===== config.mk =====
export PLATFORM = sky130hd
export DESIGN_NAME = dimm_pair_resolver
export DESIGN_NICKNAME = d
export VERILOG_FILES = /design/src/rtl/dpr_pkg.sv /design/src/rtl/dpr_count.sv /design/src/rtl/dpr_addr_split.sv /design/src/rtl/dpr_sym_split.sv /design/src/rtl/dimm_pair_resolver.sv
export SDC_FILE = /design/constraint.sdc
export NUM_CORES = 1
export LEC_CHECK = 0
export CAP_MARGIN = 20
export CELL_PAD_IN_SITES_DETAIL_PLACEMENT = 0
export CELL_PAD_IN_SITES_GLOBAL_PLACEMENT = 1
export CORE_MARGIN = 4
export CORE_UTILIZATION = 10
export CTS_CLUSTER_DIAMETER = 80
export CTS_CLUSTER_SIZE = 25
export DETAILED_ROUTE_END_ITERATION = 12
export PLACE_DENSITY = 0.82
export SLEW_MARGIN = 10
export SYNTH_ARGS = -nofsm -noshare
export SYNTH_HDL_FRONTEND = slang
export SYNTH_SLANG_ARGS = --single-unit
export TNS_END_PERCENT = 20

===== constraint.sdc =====
create_clock -name clk -period 1.75 [get_ports clk]
set_input_delay 0.35 -clock clk [delete_from_list [all_inputs] [get_ports clk]]
set_output_delay 0.35 -clock clk [all_outputs]
set_load 0.01 [all_outputs]

===== src/rtl/dpr_pkg.sv =====
package dpr_pkg;
  typedef enum logic [1:0] {
    ERR_NONE = 2'd0,
    ERR_CFG  = 2'd1,
    ERR_RES  = 2'd2,
    ERR_SYN  = 2'd3
  } dpr_err_e;

  localparam logic [1:0] SEL_NONE = 2'b00;
  localparam logic [1:0] SEL_LO   = 2'b01;
  localparam logic [1:0] SEL_HI   = 2'b10;
  localparam logic [1:0] SEL_BOTH = 2'b11;

  typedef struct packed {
    logic [1:0] sel;
    logic       err;
    dpr_err_e   code;
  } dpr_res_t;
endpackage


===== src/rtl/dpr_count.sv =====
module dpr_count #(
  parameter int ID_W = 4
) (
  input  logic [ID_W-1:0] id_lo,
  input  logic [ID_W-1:0] id_hi,
  output logic [1:0]      n_ok
);
  localparam logic [ID_W-1:0] ID_ABSENT = '1;

  logic [1:0][ID_W-1:0] ids;
  logic [1:0]           present;

  assign ids = {id_hi, id_lo};

  for (genvar g = 0; g < 2; g++) begin : g_chk
    assign present[g] = (ids[g] != ID_ABSENT);
  end

  assign n_ok = {1'b0, present[0]} + {1'b0, present[1]};
endmodule


===== src/rtl/dpr_addr_split.sv =====
module dpr_addr_split
  import dpr_pkg::*;
#(
  parameter int ADDR_W    = 40,
  parameter int LSB_W     = 6,
  parameter int SPLIT_BIT = 3
) (
  input  logic [ADDR_W-1:0] addr,
  input  logic [LSB_W-1:0]  low_valid,
  output dpr_res_t          res
);
  localparam logic [LSB_W-1:0] SPLIT_L = LSB_W'(SPLIT_BIT);

  logic unused_addr;
  assign unused_addr = ^{addr[ADDR_W-1:SPLIT_BIT+1], addr[SPLIT_BIT-1:0]};

  always_comb begin
    if (low_valid <= SPLIT_L) begin
      res.sel  = addr[SPLIT_BIT] ? SEL_HI : SEL_LO;
      res.err  = 1'b0;
      res.code = ERR_NONE;
    end else begin
      res.sel  = SEL_NONE;
      res.err  = 1'b1;
      res.code = ERR_RES;
    end
  end
endmodule


===== src/rtl/dpr_sym_split.sv =====
module dpr_sym_split
  import dpr_pkg::*;
#(
  parameter int BIT_W     = 7,
  parameter int DATA_TOP  = 63,
  parameter int CHECK_TOP = 7
) (
  input  logic             corr,
  input  logic [BIT_W-1:0] top_bit,
  input  logic             is_data,
  input  logic             is_check,
  output dpr_res_t         res
);
  localparam logic [BIT_W-1:0] DATA_L  = BIT_W'(DATA_TOP);
  localparam logic [BIT_W-1:0] CHECK_L = BIT_W'(CHECK_TOP);

  logic in_lower;
  assign in_lower = (is_data && (top_bit <= DATA_L)) ||
                    (is_check && (top_bit <= CHECK_L));

  always_comb begin
    res.sel  = SEL_NONE;
    res.err  = 1'b0;
    res.code = ERR_NONE;
    if (!corr) begin
      res.sel = SEL_BOTH;
    end else if (!is_data && !is_check) begin
      res.err  = 1'b1;
      res.code = ERR_SYN;
    end else begin
      res.sel = in_lower ? SEL_LO : SEL_HI;
    end
  end
endmodule


===== src/rtl/dimm_pair_resolver.sv =====
module dimm_pair_resolver
  import dpr_pkg::*;
#(
  parameter int ID_W      = 4,
  parameter int ADDR_W    = 40,
  parameter int LSB_W     = 6,
  parameter int BIT_W     = 7,
  parameter int SPLIT_BIT = 3,
  parameter int DATA_TOP  = 63,
  parameter int CHECK_TOP = 7
) (
  input  logic              clk,
  input  logic              rst,
  input  logic              req_valid,
  input  logic [ID_W-1:0]   id_lo,
  input  logic [ID_W-1:0]   id_hi,
  input  logic              ecc_sym_mode,
  input  logic [ADDR_W-1:0] phys_addr,
  input  logic [LSB_W-1:0]  low_valid_bit,
  input  logic              err_corr,
  input  logic [BIT_W-1:0]  sym_top_bit,
  input  logic              sym_is_data,
  input  logic              sym_is_check,
  output logic              res_valid,
  output logic [1:0]        res_sel,
  output logic              res_err,
  output logic [1:0]        res_code
);
  localparam logic [ID_W-1:0] ID_ABSENT = '1;

  logic [1:0] n_ok;
  dpr_res_t   addr_res, sym_res, pick;

  dpr_count #(.ID_W(ID_W)) u_count (
    .id_lo(id_lo), .id_hi(id_hi), .n_ok(n_ok)
  );

  dpr_addr_split #(.ADDR_W(ADDR_W), .LSB_W(LSB_W), .SPLIT_BIT(SPLIT_BIT)) u_addr (
    .addr(phys_addr), .low_valid(low_valid_bit), .res(addr_res)
  );

  dpr_sym_split #(.BIT_W(BIT_W), .DATA_TOP(DATA_TOP), .CHECK_TOP(CHECK_TOP)) u_sym (
    .corr(err_corr), .top_bit(sym_top_bit), .is_data(sym_is_data),
    .is_check(sym_is_check), .res(sym_res)
  );

  always_comb begin
    if (n_ok == 2'd0) begin
      pick.sel  = SEL_NONE;
      pick.err  = 1'b1;
      pick.code = ERR_CFG;
    end else if (n_ok == 2'd1) begin
      pick.sel  = SEL_LO;
      pick.err  = 1'b0;
      pick.code = ERR_NONE;
    end else if (ecc_sym_mode) begin
      pick = sym_res;
    end else begin
      pick = addr_res;
    end
  end

  always_ff @(posedge clk) begin
    if (rst) begin
      res_valid <= 1'b0;
      res_sel   <= SEL_NONE;
      res_err   <= 1'b0;
      res_code  <= ERR_NONE;
    end else begin
      res_valid <= req_valid;
      if (req_valid) begin
        res_sel  <= pick.sel;
        res_err  <= pick.err;
        res_code <= pick.code;
      end
    end
  end

  AST_NO_DIMM_CFG: assert property (@(posedge clk) disable iff (rst)
    req_valid && id_lo == ID_ABSENT && id_hi == ID_ABSENT
    |=> res_err && res_code == 2'd1);
  AST_SINGLE_LO: assert property (@(posedge clk) disable iff (rst)
    req_valid && ((id_lo == ID_ABSENT) != (id_hi == ID_ABSENT))
    |=> !res_err && res_sel == 2'b01);
  AST_UNCORR_BOTH: assert property (@(posedge clk) disable iff (rst)
    req_valid && id_lo != ID_ABSENT && id_hi != ID_ABSENT && ecc_sym_mode && !err_corr
    |=> res_sel == 2'b11 && !res_err);
  AST_ERR_NOSEL: assert property (@(posedge clk) disable iff (rst)
    res_err |-> res_sel == 2'b00 && res_code != 2'd0);
  AST_STROBE_LAT: assert property (@(posedge clk) disable iff (rst)
    req_valid |=> res_valid);
  AST_IDLE_LOW: assert property (@(posedge clk) disable iff (rst)
    !req_valid |=> !res_valid);
endmodule


==> flow_summary.yaml, run 1 <==
critical_path:
  crit_type: "input pin to register"
  crit_arrival_ns: 1.79
  cp-start-kind: "input pin"
  crit_required_ns: 1.92
  cp_max_fo: 4
  end_kind: "register"
final_layout:
  antennaDiodeCount: 0
  final_cell_area_um2: 778.2
  layout.area.seq_um2: 120.1
  final_util: 0.2261
  multiInputGateArea_um2: 224.0
  num-fill-cells: 383
  final_nets: 150
  drive_gt1_frac: 0.1282
  area_growth_pct: 111.6
global_route:
  grt_pass1_wl_um: 2166
  grt_max_degree: 7
  antenna_found_initial: 0
  grt.total_usage: 0.06431
  gr-total-overflow: 0
  first_global_vias: 485
yosys:
  synth_compound_area_frac: 0.2551
  synth_top_area_cell: "dfxtp_1"
  synth-async-reset-ratio: 0
  synth_top_family_by_area: "simple AND/OR/NAND/NOR gates"
  syn_area_per_cell_um2: 8.360
  synth_edf_count: 0
  synthAdderAreaFrac: 0.06803
  synth_seq_cells: 6
  seq_area_frac_synth: 0.3265
  yosys-top-cells-area: "dfxtp_1 (33%), ha_1 (6.8%), o21ai_0 (6.8%), inv_1 (6.1%), nor4b_1 (4.8%)"
  synth_area_um2: 367.9
  yosys.area_share.simple: 0.2755
  synthXorXnorAreaFrac: 0
  ys.flop_type: "dfxtp_1"
  yosysWarningCount: 0
  synthCells: 44
  synth_top_cell_area_share: 0.3265
  ys_types: 23
  synth.net_count: 114
  synthMuxAreaShare: 0
sta:
  fin_skew_ns: 0
  rsz0062_at_grt: "no"
  hold_slack_ns: 0.4722
  setup_viol: 0
  relSlewSlack: 0.7613
  fin_setup_tns_ns: 0
  fin_crit_ns: 1.618
  hold_viol: 0
  drv_slew: 0
  worstMarginPinSlew_ns: 0.3531
  min_period_over_period: 0.9248
  clock.fmax_mhz: 617.9
pwr:
  seqPwrFrac: 0.312
  combPwrFrac: 0.254
  p_per_area_nw_per_um2: 624.4
  swShare: 0.2252
  p_leak_nw: 0.3025
  p_sw_w: 0.0001094
  finalPower_w: 0.0004860
  clockPowerShare: 0.434
  peakVddDrop_uv: 216.6
  p_int_w: 0.0003765
drt:
  ant_nets: 0
  viasPerCell: 3.782
  drc_errors: 0
  drt_iter0_drc: 5
  wire_per_inst_um: 10.76
  first_pass_iters: 3
  drt-total-wl_um: 1334
  vias: 469
clocking:
  clk_latency_ns: 0.22
  tritoncts: "done"
  clockRootBuffer: "clkbuf_8"
  clockBufferDepth: 2
  numCtsBuffers: 3
  clk_pin_slew_worst_paths_ns: 0.04
  cts_hold_buf: 0
  clock-sinks: 6
  cts.htree.levels: 1
die:
  io_pins: 74
  start_util: 0.1069
  die-area_um2: 4713
  core_um2: 3442
  die_w_um: 68.65
  die_height_um: 68.65
  rows: 21
place:
  port_buffers: 29
  post-dp-hpwl_um: 1118
  placed_cell_area_um2: 733.2
  routabilityCongestion: 0.7763
outcome:
  status: "finished clean"
run:
  drv_cap: 0
min_path:
  hold_class: "register to register"
[cells in the mapped netlist (2+ instances only)]
library cell	count
dfxtp_1	6
inv_1	6
o21ai_0	5
nor2_1	3
a21oi_1	2
ha_1	2
nand4_1	2
nor3_1	2
nor4b_1	2
[final cells by class]
class / instances / area share
Inverter: 6 / 0.02894
Multi-Input combinational cell: 31 / 0.2878
Sequential cell: 6 / 0.1543
Clock buffer: 3 / 0.05305
Tap cell: 46 / 0.07396
Timing Repair Buffer: 32 / 0.4019
[stage by stage]
stage / worst slack (ns) / std cells
after floorplan: 0.3787 / 44
after global placement: -0.08800 / 121
after detailed placement: -0.1320 / 121
after CTS: 0.08897 / 124
after global routing: 0.004875 / 124
final: 0.1316 / 124
[registers in the layout, indices dropped and copies added, names as in the netlist]
signal,flops
res_err,1
res_code,2
res_sel,2
res_valid,1
[critical path, stage by stage]
cell and delay (ns):
clkdlybuf4s50_1 0.46, nand4_1 0.12, ha_1 0.37, nor4b_1 0.29, a32o_1 0.19
[cell usage in the layout, fill, tap and decap left out, drive strengths merged, types with 2 or more instances in the layout]
cell type	n
a21oi	2
buf	3
nand4	2
dfxtp	6
nor4b	2
clkbuf	3
ha	2
nor3	2
o21ai	5
clkdlybuf4s50	29
inv	6
nor2	3
[routing by layer]
layer  vias up  GRT usage  wire (um)
li1        237          -          -
met1       204    0.08050        607
met2        24    0.07867        528
met3         4    0.04862        177
met4         0    0.02978         20
met5         -          0          0
[worst paths after layout]
check	from	end	slack, ns	cells after the start
setup / recovery	id_lo[1]	res_sel[1]	0.13	5
hold / removal	res_sel[1]	res_sel[1]	0.47	1
setup reg to reg	res_sel[0]	res_sel[0]	0.61	3
hold reg to reg	res_sel[1]	res_sel[1]	0.47	1
[cell families (layout without fill, tap and decap cells)]
kind of cell               count (synthesis)  after routing
buffers and inverters                      7             41
adders and majority gates                  2              2
and+or+nand+nor                           15             15
DFF                                        6              6
AOI/OAI and AO/OA                         14             14
[what timing repair did]
action | 4_1_cts | 5_1_grt
gates resized for setup | 0 | 2
setup buffers | 0 | 0
endpoints found under the hold margin | 0 | 0
endpoints found under the setup margin | 0 | 2
[power groups by stage]
stage / Combinational [W] / Sequential, W / Clock, W
finish: 0.000123 / 0.000152 / 0.000211
global route: 0.000134 / 0.000153 / 0.000232
CTS: 0.000122 / 0.000152 / 0.000217
detailed placement: 0.000121 / 0.000154 / 0
global placement: 0.000119 / 0.000154 / 0
floorplan: 0.0000315 / 0.000157 / 0
Power figures use the tool's default switching activity.
==> run 2, diff against run 1 <==
Settings changed: CORE_UTILIZATION 10 to 11, PLACE_DENSITY 0.82 to 0.89, REMOVE_ABC_BUFFERS set to 1.
Clock period 1.75 ns to 1.9 ns, I/O delays scaled along.
==> run 2 against run 1 <==
  * Hold slack got worse by 0.0035 ns
  * Utilization increased by 1.2 points
  * Sequential share of layout area increased by 0.67 points
  * Wire length decreased by 6.7%
  * First-iteration DRC count increased by 80%
  * Combinational power decreased by 11%
  * Clock skew unchanged
  * Power decreased by 23%
  * Clock power decreased by 39%
  * Critical path type unchanged
  * Largest cell class unchanged
  * Highest routed layer unchanged
==> flow_summary.yaml, run 2 (same netlist as run 1, synthesis figures left out) <==
sta:
  fin_crit_ns: 1.637
  worstMarginPinSlew_ns: 0.3589
  hold_slack_ns: 0.4687
  min_period_over_period: 0.8616
  clock.fmax_mhz: 610.8
  fin_setup_tns_ns: 0
  rsz0062_at_grt: "no"
  drv_slew: 0
  hold_viol: 0
  setup_viol: 0
  fin_skew_ns: 0
  relSlewSlack: 0.7574
drt:
  first_pass_iters: 4
  dr.max_layer_used: "met4"
  wl_met3_um: 160
  ant_nets: 0
  wl_met2_um: 499
  m1WireLength_um: 557
  drc_errors: 0
  drt-total-wl_um: 1245
  vias: 468
  wire_per_inst_um: 10.29
  viasPerCell: 3.868
  drt_iter0_drc: 9
pwr:
  seqPwrFrac: 0.369
  clockPowerShare: 0.340
  p_sw_w: 0.00009635
  combPwrFrac: 0.291
  peakVddDrop_uv: 116.2
  p_int_w: 0.0002802
  p_leak_nw: 0.2892
  p_per_area_nw_per_um2: 504.9
  swShare: 0.2559
  finalPower_w: 0.0003765
clocking:
  cts_hold_buf: 0
  tritoncts: "done"
  clk_pin_slew_worst_paths_ns: 0.05
  numCtsBuffers: 3
  clockBufferDepth: 2
  clk_latency_ns: 0.25
  clock-sinks: 6
  cts_resized: 0
  cts_setup_buffers: 0
  cts.htree.levels: 1
  clockRootBuffer: "clkbuf_4"
place:
  post-place-cells: 118
  routabilityCongestion: 0.7468
  port_buffers: 29
  post-dp-hpwl_um: 1071
final_layout:
  layout_common_cells: "clkdlybuf4s50_1 (29), inv_1 (6), dfxtp_1 (6)"
  antennaDiodeCount: 0
  layout.cells.non_filler: 121
  largestRegisters: "res_code (2), res_sel (2)"
  final_nets: 149
  drive_gt1_frac: 0.1039
  mostFrequentLayoutCell: "clkdlybuf4s50_1"
  area_growth_pct: 102.7
min_path:
  holdPathStages: 1
  holdPathEnd: "res_sel[1]"
  min_from: "res_sel[1]"
  hold_class: "register to register"
die:
  start_util: 0.1176
  die-area_um2: 4334
  die_w_um: 65.83
  rows: 20
  die_height_um: 65.83
  core_um2: 3128
  io_pins: 74
critical_path:
  cp-start-kind: "input pin"
  cp_max_fo: 4
  crit_required_ns: 2.09
  r2r-end: "res_sel[0]"
  crit_arrival_ns: 1.83
  ff2ff_setup_slack_ns: 0.76
  end_kind: "register"
  crit_type: "input pin to register"
  r2r-start: "res_sel[0]"
  reg2reg_depth: 3
global_route:
  grt.total_usage: 0.06695
  grt_pass1_wl_um: 2056
  first_global_vias: 460
  grt_max_degree: 7
  gr-total-overflow: 0
  antenna_found_initial: 0
outcome:
  status: "finished clean"
run:
  drv_cap: 0
run 2: worst max path at each step:
stage | start | end | slack, ns | cells past startpoint
final | id_lo[2] | res_err | 0.26 | 6
after global routing | id_hi[3] | res_sel[1] | 0.12 | 5
after CTS | id_lo[2] | res_err | 0.27 | 6
after detailed placement | id_lo[2] | res_err | 0.01 | 6
after global placement | id_lo[2] | res_err | 0.04 | 6
after floorplan | low_valid_bit[3] | res_sel[0] | 0.50 | 3
run 2: stage by stage:
stage	cell area [um2]	utilization	setup slack, ns
3_3_place_gp	723.2	0.2312	0.04327
3_5_place_dp	723.2	0.2312	0.01121
5_1_grt	745.7	0.2384	0.1176
2_1_floorplan	362.8	-	0.4987
6_report	745.7	0.2384	0.2629
4_1_cts	745.7	0.2384	0.2741
run 2: power by group through the flow:
stage	Sequential [W]	Clock [W]	Combinational, W
floorplan	0.000145	0	0.0000267
global placement	0.000141	0	0.000108
detailed placement	0.000141	0	0.000110
CTS	0.000139	0.000136	0.000110
global route	0.000140	0.000144	0.000119
finish	0.000139	0.000128	0.000109
run 2: worst max-delay path, cell delays in order:
cell and delay (ns):
clkdlybuf4s50_1 0.45, nand4_1 0.13, ha_1 0.36, o21ai_0 0.24, o21ai_0 0.12, o22ai_1 0.15
run 2: area by class of cell:
type,count,area (um2)
repair buffers,31,305.3
multi-input cells,31,220.2
flip-flops and latches,6,120.1
clock buffers,3,22.52
fillers,357,2382
well taps,44,55.05
inverters,6,22.52
run 2: per-layer routing:
metal  vias to the layer above  GRT usage
met5                         -          0
met4                         0    0.03886
met3                         5    0.05782
met2                        26    0.08636
met1                       202    0.07260
li1                        235          -
